## config.mk

```make
export PLATFORM = sky130hd
export DESIGN_NAME = thread_mode_ctrl
export DESIGN_NICKNAME = d
export VERILOG_FILES = /design/src/rtl/thread_mode_pkg.sv /design/src/rtl/nest_counter.sv /design/src/rtl/rsv_decode.sv /design/src/rtl/thread_mode_ctrl.sv
export SDC_FILE = /design/constraint.sdc
export NUM_CORES = 1
export LEC_CHECK = 0
export ABC_AREA = 1
export BUFFER_PORTS_ARGS = -buffer_cell sky130_fd_sc_hd__buf_2
export CORE_MARGIN = 3
export CORE_UTILIZATION = 40
export DETAILED_ROUTE_END_ITERATION = 12
export HOLD_SLACK_MARGIN = 0.06
export PLACE_DENSITY = 0.62
export SYNTH_ARGS = -nofsm -noshare
export SYNTH_HDL_FRONTEND = slang
export SYNTH_SLANG_ARGS = --single-unit
```

## constraint.sdc

```tcl
create_clock -name clk_i -period 5.1 [get_ports clk_i]
set_clock_uncertainty 0.15 [all_clocks]
set_input_delay 0.255 -clock clk_i [delete_from_list [all_inputs] [get_ports clk_i]]
set_output_delay 0.255 -clock clk_i [all_outputs]
set_load 0.02 [all_outputs]
```

## src/rtl/thread_mode_pkg.sv

```systemverilog
package thread_mode_pkg;
  typedef enum logic [1:0] {
    LS_IDLE   = 2'd0,  // waiting for next list word
    LS_TARGET = 2'd1,  // jumped-to target outstanding
    LS_ESCAPE = 2'd2   // regular stretch entered via reserved word
  } list_state_e;
endpackage

```

## src/rtl/nest_counter.sv

```systemverilog
module nest_counter #(
  parameter int unsigned W = 8
) (
  input  logic         clk_i,
  input  logic         rst_ni,
  input  logic         clr_i,
  input  logic         set_one_i,
  input  logic         inc_i,
  input  logic         dec_i,
  output logic [W-1:0] cnt_o,
  output logic         zero_o,
  output logic         one_o,
  output logic         ovf_o
);
  localparam logic [W-1:0] MaxVal = {W{1'b1}};
  localparam logic [W-1:0] OneVal = {{(W-1){1'b0}}, 1'b1};

  logic [W-1:0] cnt_q;

  always_ff @(posedge clk_i or negedge rst_ni) begin
    if (!rst_ni)                         cnt_q <= OneVal;
    else if (clr_i)                      cnt_q <= '0;
    else if (set_one_i)                  cnt_q <= OneVal;
    else if (inc_i && cnt_q != MaxVal)   cnt_q <= cnt_q + OneVal;
    else if (dec_i && cnt_q != '0)       cnt_q <= cnt_q - OneVal;
  end

  assign cnt_o  = cnt_q;
  assign zero_o = (cnt_q == '0);
  assign one_o  = (cnt_q == OneVal);
  assign ovf_o  = inc_i && (cnt_q == MaxVal);
endmodule

```

## src/rtl/rsv_decode.sv

```systemverilog
module rsv_decode #(
  parameter int unsigned AW        = 32,
  parameter bit          USE_RANGE = 1'b0,
  parameter logic [AW-1:0] MASK    = 32'hFFFF_FC00,
  parameter logic [AW-1:0] MATCH   = 32'h0000_0000,
  parameter logic [AW-1:0] LO      = 32'h0000_0000,
  parameter logic [AW-1:0] HI      = 32'h0000_03FF
) (
  input  logic [AW-1:0] addr_i,
  output logic          hit_o
);
  generate
    if (USE_RANGE) begin : g_range
      assign hit_o = (addr_i >= LO) && (addr_i <= HI);
    end else begin : g_mask
      assign hit_o = ((addr_i & MASK) == MATCH);
    end
  endgenerate
endmodule

```

## src/rtl/thread_mode_ctrl.sv

```systemverilog
module thread_mode_ctrl
  import thread_mode_pkg::*;
#(
  parameter int unsigned   CNT_W      = 8,
  parameter int unsigned   AW         = 32,
  parameter int unsigned   STEP_BYTES = 4,
  parameter logic [AW-1:0] RSV_MASK   = 32'hFFFF_FC00,
  parameter logic [AW-1:0] RSV_MATCH  = 32'h0000_0000
) (
  input  logic          clk_i,
  input  logic          rst_ni,
  input  logic          call_i,
  input  logic          ret_i,
  input  logic          word_valid_i,
  input  logic [AW-1:0] word_i,
  input  logic          thread_enter_i,
  input  logic          priv_i,
  output logic          threaded_o,
  output logic          jump_o,
  output logic [AW-1:0] jump_addr_o,
  output logic          ptr_adv_o,
  output logic          err_o,
  output logic          ovf_o
);
  localparam int unsigned StepBytes = STEP_BYTES;  // consumer adds this on ptr_adv_o

  logic [CNT_W-1:0] cnt;
  logic cnt_zero, cnt_one, cnt_ovf, rsv_hit;
  logic ev_enter, ev_ret, ev_call, ev_word, ev_esc, ev_tgt;
  logic adv_d, err_d;
  list_state_e st_q, st_d;

  // one event per cycle: enter > ret > call > word
  assign ev_enter = thread_enter_i && priv_i;
  assign ev_ret   = !ev_enter && ret_i;
  assign ev_call  = !ev_enter && !ret_i && call_i;
  assign ev_word  = !ev_enter && !ret_i && !call_i && word_valid_i
                    && cnt_zero && (st_q == LS_IDLE);
  assign ev_esc   = ev_word && rsv_hit;
  assign ev_tgt   = ev_word && !rsv_hit;

  rsv_decode #(
    .AW(AW), .USE_RANGE(1'b0), .MASK(RSV_MASK), .MATCH(RSV_MATCH),
    .LO('0), .HI('0)
  ) u_rsv (
    .addr_i(word_i),
    .hit_o (rsv_hit)
  );

  nest_counter #(.W(CNT_W)) u_cnt (
    .clk_i    (clk_i),
    .rst_ni   (rst_ni),
    .clr_i    (ev_enter),
    .set_one_i(ev_esc),
    .inc_i    (ev_call),
    .dec_i    (ev_ret && !cnt_zero),
    .cnt_o    (cnt),
    .zero_o   (cnt_zero),
    .one_o    (cnt_one),
    .ovf_o    (cnt_ovf)
  );

  always_comb begin
    st_d  = st_q;
    adv_d = 1'b0;
    err_d = 1'b0;
    if (ev_enter) begin
      st_d = LS_IDLE;
    end else if (ev_ret) begin
      if (cnt_zero) begin
        if (st_q == LS_TARGET) begin
          adv_d = 1'b1;
          st_d  = LS_IDLE;
        end else begin
          err_d = 1'b1;
        end
      end else if (cnt_one && st_q == LS_ESCAPE) begin
        adv_d = 1'b1;
        st_d  = LS_IDLE;
      end
    end else if (ev_esc) begin
      st_d = LS_ESCAPE;
    end else if (ev_tgt) begin
      st_d = LS_TARGET;
    end
  end

  always_ff @(posedge clk_i or negedge rst_ni) begin
    if (!rst_ni) begin
      st_q        <= LS_IDLE;
      jump_o      <= 1'b0;
      jump_addr_o <= '0;
      ptr_adv_o   <= 1'b0;
      err_o       <= 1'b0;
      ovf_o       <= 1'b0;
    end else begin
      st_q      <= st_d;
      jump_o    <= ev_tgt;
      ptr_adv_o <= adv_d;
      err_o     <= err_d;
      ovf_o     <= cnt_ovf;
      if (ev_tgt) jump_addr_o <= word_i;
    end
  end

  assign threaded_o = cnt_zero;

  logic unused_ok;
  assign unused_ok = ^{cnt, StepBytes[0]};
endmodule

```

* Word-level counts from Yosys, hierarchy flattened
Cells that the tools add are included.
Operators by class: multiplexer cells 20, add/sub/neg operators 2, equality and inequality tests 7, reductions and logical operators 27
Operator list (count):
- $logic_not 32->1 | 1
- $mux 8 | 4
- $logic_and 1x1->1 | 15
- $mux 2 | 7
- $mux 1 | 9
- $add 8x1->8 const B | 1
- $eq 8x1->1 const B | 1
- $eq 8x8->1 const B | 1
- $logic_not 8->1 | 1
- $ne 4x3->1 const B | 2
- $ne 8x8->1 const B | 1
- $reduce_bool 4->1 | 2
- $reduce_bool 8->1 | 1
- $sub 8x1->8 const B | 1
- $logic_not 1->1 | 5
- $reduce_and 3->1 | 1
- $eq 2x1->1 const B | 1
- $eq 2x2->1 const B | 1
- $logic_not 2->1 | 1
Word-level totals: flip-flop bits (word level) 46, output and inout port bits 37, input port bits 39, word-level logic and storage cells 63

* Depth between registers and ports, before layout
depth after elaboration 12, depth in mapped cells 11, mapped depth without buffers 11

* By module
A second synthesis with hierarchy kept.
Second synthesis, totals: cell total of the unflattened synthesis 328, area total of the unflattened synthesis 2645.0 µm²
By module, submodules not included:
- thread_mode_ctrl | cells an instance 181, sequential area each 950.9 µm², instances 1, area an instance 1645.3 µm²
- nest_counter | cells an instance 128, sequential area each 201.4 µm², instances 1, area an instance 920.9 µm²
- rsv_decode | cells an instance 19, sequential area each 0.0 µm², instances 1, area an instance 78.8 µm²

* Worst setup path after synthesis
No wires, ideal clock.
path type register -> register, from register u_cnt.cnt_q[0], in the netlist u_cnt.cnt_o[0], to register u_cnt.cnt_q[0], in the netlist u_cnt.cnt_o[0], setup slack 3263 ps, arrival 1627 ps, path buffers 0, stages on the path, launching flop included 10, setup time 61 ps, cell sequence dfstp_2 -> inv_1 -> ha_1 -> nand2_2 -> nor2_8 -> o21ai_2 -> inv_2 -> nand3_1 -> nand3_1 -> nand2_1
Between the ends: longest elaborated chain between the ends 6, elaborated cells on any way between the ends 17, those cells by class 2 x add/sub; 1 x eq/ne; 4 x mux; 10 x reduce/logical
Ends and longest elaborated chain:
- start, declared | line nest_counter.sv:18 | logic [W-1:0] cnt_q;
- start signal, assigned | line nest_counter.sv:21 | if (!rst_ni) cnt_q <= OneVal;
- start signal, assigned | line nest_counter.sv:23 | else if (set_one_i) cnt_q <= OneVal;
- start signal, assigned | line nest_counter.sv:24 | else if (inc_i && cnt_q != MaxVal) cnt_q <= cnt_q + OneVal;
- $logic_not 8->1 (*) | line nest_counter.sv:29 | assign zero_o = (cnt_q == '0);
- named net threaded_o | line thread_mode_ctrl.sv:18 | output logic threaded_o,
- $logic_and 1x1->1 (2 in a row) | line thread_mode_ctrl.sv:38 | && cnt_zero && (st_q == LS_IDLE);
- $logic_and 1x1->1 | line thread_mode_ctrl.sv:39 | assign ev_esc = ev_word && rsv_hit;
- $mux 8 | line nest_counter.sv:23
- $mux 8 | line nest_counter.sv:22 | else if (clr_i) cnt_q <= '0;
Mark *: on every way through the listed nets, which the timed path passes. The rest lies on a longest branch. The select of a mux whose other input is x is not followed. A chain may end at the register's enable or synchronous reset.

* Worst setup path in the final report
from input port word_i[15], to register jump_addr_o[23]
Between the ends: longest elaborated chain between the ends 3
Ends and longest elaborated chain:
- start, declared | line thread_mode_ctrl.sv:15 | input logic [AW-1:0] word_i,
- $logic_not 32->1 | line rsv_decode.sv:16 | assign hit_o = ((addr_i & MASK) == MATCH);
- $logic_not 1->1 | line thread_mode_ctrl.sv:40 | assign ev_tgt = ev_word && !rsv_hit;
- $logic_and 1x1->1 | line thread_mode_ctrl.sv:40
- end signal, assigned | line thread_mode_ctrl.sv:102 | if (ev_tgt) jump_addr_o <= word_i;
- end, declared | line thread_mode_ctrl.sv:20 | output logic [AW-1:0] jump_addr_o,
No other way between the ends.

==> results list <==
- After synthesis, the cell types taking the most area are sky130_fd_sc_hd__dfrtp_1 46%, sky130_fd_sc_hd__nand2_1 23%, sky130_fd_sc_hd__nand4_1 4.4%.
- Setup violations, final: 0
* Overall routing resource usage: between 15 and 20%
* Antenna Violating Nets Remaining: 0
- Share of Yosys cell area claimed by the top area cell type: a little under half
- Class of the most critical hold timing path: primary input to flip-flop
- Fin crit share: between 40% and 50%
- IR analysis of the VDD net gives a maximum drop of 0.209 mV.
* Initial cell density of the core: between 40 and 50%
- CTS Sinks: 46
- For this run, design rule violations remaining after detail routing come to 0.
- Overall power: approximately 0.0014 W
- Routed via count: around 2,400
- Initial DRC count: 136
* Warnings from Yosys: 0
* Clock group share of total power: 16.5%
- Sw Ratio: 43.2%
* Library cell used as clock root buffer: sky130_fd_sc_hd__clkbuf_8
- The clock tree synthesis step divided the H-tree into 2 levels.
* Library cell with the highest instance count after synthesis: sky130_fd_sc_hd__nand2_1
- The worst pin sits at a relative slew slack of between 60 and 70%.
- First-pass iteration count of the detailed router: 4
- The worst setup path is captured at a flip-flop.
* Highest net fanout along the worst path: 36
* Internal power consumption: 0.000813 W
* Largest net degree at the start of global routing: between 40 and 50
* Unrepaired setup endpoints after global routing: false
- The total area inside the core boundary comes to 0.00571 mm2.
* Worst Hold Slack: 0.0872 ns
* Detail-routed via count per cell: between 4 and 5
* Power density relative to cell area: approximately 440 mW/mm2
- The number of nets in the synthesized netlist is ~370.
- The floorplan has 27 rows.
- Worst Path Arrival: 2.42 ns
- Finished Core Util: between 50 and 60%
- After detailed routing, the total wire length is between 6 and 7 mm.
* Number of global-route vias before repair: between 2,000 and 2,500
- Half-perimeter wire length after detailed placement: about 4.4 mm
* Width of the chip: ~84 um
- Of the total power, combinational logic draws ~43%.
- For the final routed database, the setup TNS stands at 0 ns.
* Register clock-pin slew on the reported worst setup and hold paths: roughly 0.090 ns
- Max Clk Rate: 420 MHz
- Minimum clock period after layout: between 2 and 2.5 ns
* Area of the die: a little over 0.007 mm2
- TritonCTS built the clock tree.
- In this run the cell area of the synthesized design comes to between 0.002 and 0.0025 mm2.
- The initial antenna violation count came to 0.
- Final max-slew violation count: 0
- RD Place Congestion: slightly below 0.9
* Clock tree buffer depth: 2
* Hold Vio Cnt, Final: 0
- Of all cell types, the one taking the most synthesized area is sky130_fd_sc_hd__dfrtp_1.
- Total clock buffers created by CTS: 5
- Post-layout net count: between 400 and 500
- Counting the fill cells in the layout gives ~560.
* Kind of critical path: primary input to flip-flop
* Dominant register cell in the synthesized netlist: sky130_fd_sc_hd__dfrtp_1
* Area growth, synth to finish: 33.0%
- Worst Setup Slack, final: around 2.7 ns
- Remaining global-route overflow: 0
* Crit path launch type: primary input
- Number of flip-flops and latches in the synthesized netlist: 46
* Count of buffers from port buffering: 75
* I/O pin total: 76
* Average wire per standard cell: approximately 12 um
* Post-Syn Area per Cell: between 7 and 8 um2
- Actual slew at the worst max-slew pin: 0.586 ns
- Leading post-synthesis cells by instance count: 151 x sky130_fd_sc_hd__nand2_1, 45 x sky130_fd_sc_hd__dfrtp_1, 28 x sky130_fd_sc_hd__nor2_1
- DP Worst Slack: between 2 and 3 ns
- Switching power summed over all nets: roughly 0.0006 W
* Share of layout cells above drive strength 1: a little under a quarter
- For this design the static power due to leakage is about 1.9 nW.
* Die span in y: around 84 um
* Library cells used by synthesis: 28
- First-pass GRT wire length: ~11 mm
- Synthesis produced 328 cells.
- Clock Latency Late Sink: 0.29 ns
* Share of total power in sequential cells: 40.1%
- The flow ran to the end, and the final reports show no timing, DRC or antenna violations.
* Post-synth ARST share: 100%
- Data required time at the worst endpoint: around 5.1 ns
- Final antenna diode count: 0
* Proportion of synthesized chip area in sequential cells: 47.2%
* Maximum Capacitance Violations: 0
* EDFF count, synth: 0
==> metrics by stage <==
stage               cells  cell area (um2)
finish                506             3250
global route          506             3250
CTS                   506             3250
detailed placement    467             2840
global placement      467             2840
floorplan             328             2440
==> power groups by stage <==
stage          clock network [W]  registers (W)  logic (W)
2_1_floorplan                  0       0.000644   0.000360
3_3_place_gp                   0       0.000577   0.000599
3_5_place_dp                   0       0.000575   0.000608
4_1_cts                 0.000244       0.000571   0.000627
5_1_grt                 0.000261       0.000592   0.000701
6_report                0.000236       0.000574   0.000620
==> cell families after synthesis <==
family,Yosys count,share of synthesized area (%)
AOI/OAI and AO/OA,13,3.02
and+or+nand+nor,224,39.3
xor gates and xnor gates,2,0.717
adders and majority gates,4,2.05
buffers and inverters,39,7.78
DFF,46,47.2
==> routing by layer <==
| layer | GRT usage, % | wire [um] | vias to the layer above |
|---|---|---|---|
| met5 | 0 | 0 | - |
| li1 | - | - | 1233 |
| met1 | 24.0 | 2940 | 1088 |
| met2 | 30.2 | 3010 | 50 |
| met4 | 4.09 | 60 | 0 |
| met3 | 3.73 | 260 | 6 |
==> cells in the final DEF (no fill, tap or decap), types with 2 or more instances in the layout <==
| master | netlist | final |
|---|---|---|
| sky130_fd_sc_hd__nand4_1 | 17 | 17 |
| sky130_fd_sc_hd__dlygate4sd3_1 | 0 | 31 |
| sky130_fd_sc_hd__nand2_2 | 4 | 4 |
| sky130_fd_sc_hd__nor2_4 | 2 | 2 |
| sky130_fd_sc_hd__ha_1 | 4 | 4 |
| sky130_fd_sc_hd__inv_1 | 26 | 26 |
| sky130_fd_sc_hd__nor2_1 | 28 | 28 |
| sky130_fd_sc_hd__nand3_1 | 17 | 17 |
| sky130_fd_sc_hd__xnor2_1 | 2 | 2 |
| sky130_fd_sc_hd__clkbuf_8 | 0 | 6 |
| sky130_fd_sc_hd__buf_2 | 4 | 75 |
| sky130_fd_sc_hd__o21ai_0 | 8 | 8 |
| sky130_fd_sc_hd__nand2_1 | 151 | 151 |
| sky130_fd_sc_hd__dfrtp_1 | 45 | 45 |
| sky130_fd_sc_hd__inv_2 | 3 | 3 |
==> path summary, 6_finish.rpt <==
check                                     start               to  slack, ns  cells after the start
worst max-delay path                 word_i[15]  jump_addr_o[23]       2.72                     12
worst min-delay path                 word_i[11]  jump_addr_o[11]       0.09                      3
worst max register to register   u_cnt.cnt_o[0]  jump_addr_o[23]       2.80                     10
worst min register to register  jump_addr_o[27]  jump_addr_o[27]       0.33                      2
max in group asynchronous                rst_ni   u_cnt.cnt_o[6]       3.97                      3
min in group asynchronous                rst_ni   jump_addr_o[3]       0.41                      3
==> flip-flops by register name, summed over array words and instances (netlist names) <==
signal	cells
u_cnt.cnt_o	8
err_o	1
jump_o	1
jump_addr_o	32
ovf_o	1
st_q	2
ptr_adv_o	1
==> timing repair <==
action | 4_1_cts | 5_1_grt
hold endpoints to repair | 75 | 0
hold buffers | 31 | 0
resized for setup | 0 | 0
buffers inserted | 0 | 0
==> worst max-delay path: stages <==
cell and delay (ns):
sky130_fd_sc_hd__dlygate4sd3_1 0.54, sky130_fd_sc_hd__buf_2 0.13, sky130_fd_sc_hd__nor2_1 0.11, sky130_fd_sc_hd__nand2_1 0.07, sky130_fd_sc_hd__nor2_1 0.08, sky130_fd_sc_hd__nand2_1 0.05, sky130_fd_sc_hd__nor2_1 0.23, sky130_fd_sc_hd__inv_1 0.12
sky130_fd_sc_hd__nand2_4 0.32, sky130_fd_sc_hd__clkinv_4 0.29, sky130_fd_sc_hd__nand2_1 0.14, sky130_fd_sc_hd__nand2_1 0.06
==> cell type report <==
class	count	area, um2	share of cell area, %
clock buffer	7	86.3	2.66
sequential	46	1150	35.5
tap	72	90.1	2.77
clock inverter	1	8.76	0.270
multi-input combinational	243	1100	33.9
timing repair buffer	107	693	21.3
inverter	30	118	3.62
Note: power is estimated with default switching activity, not from simulation.
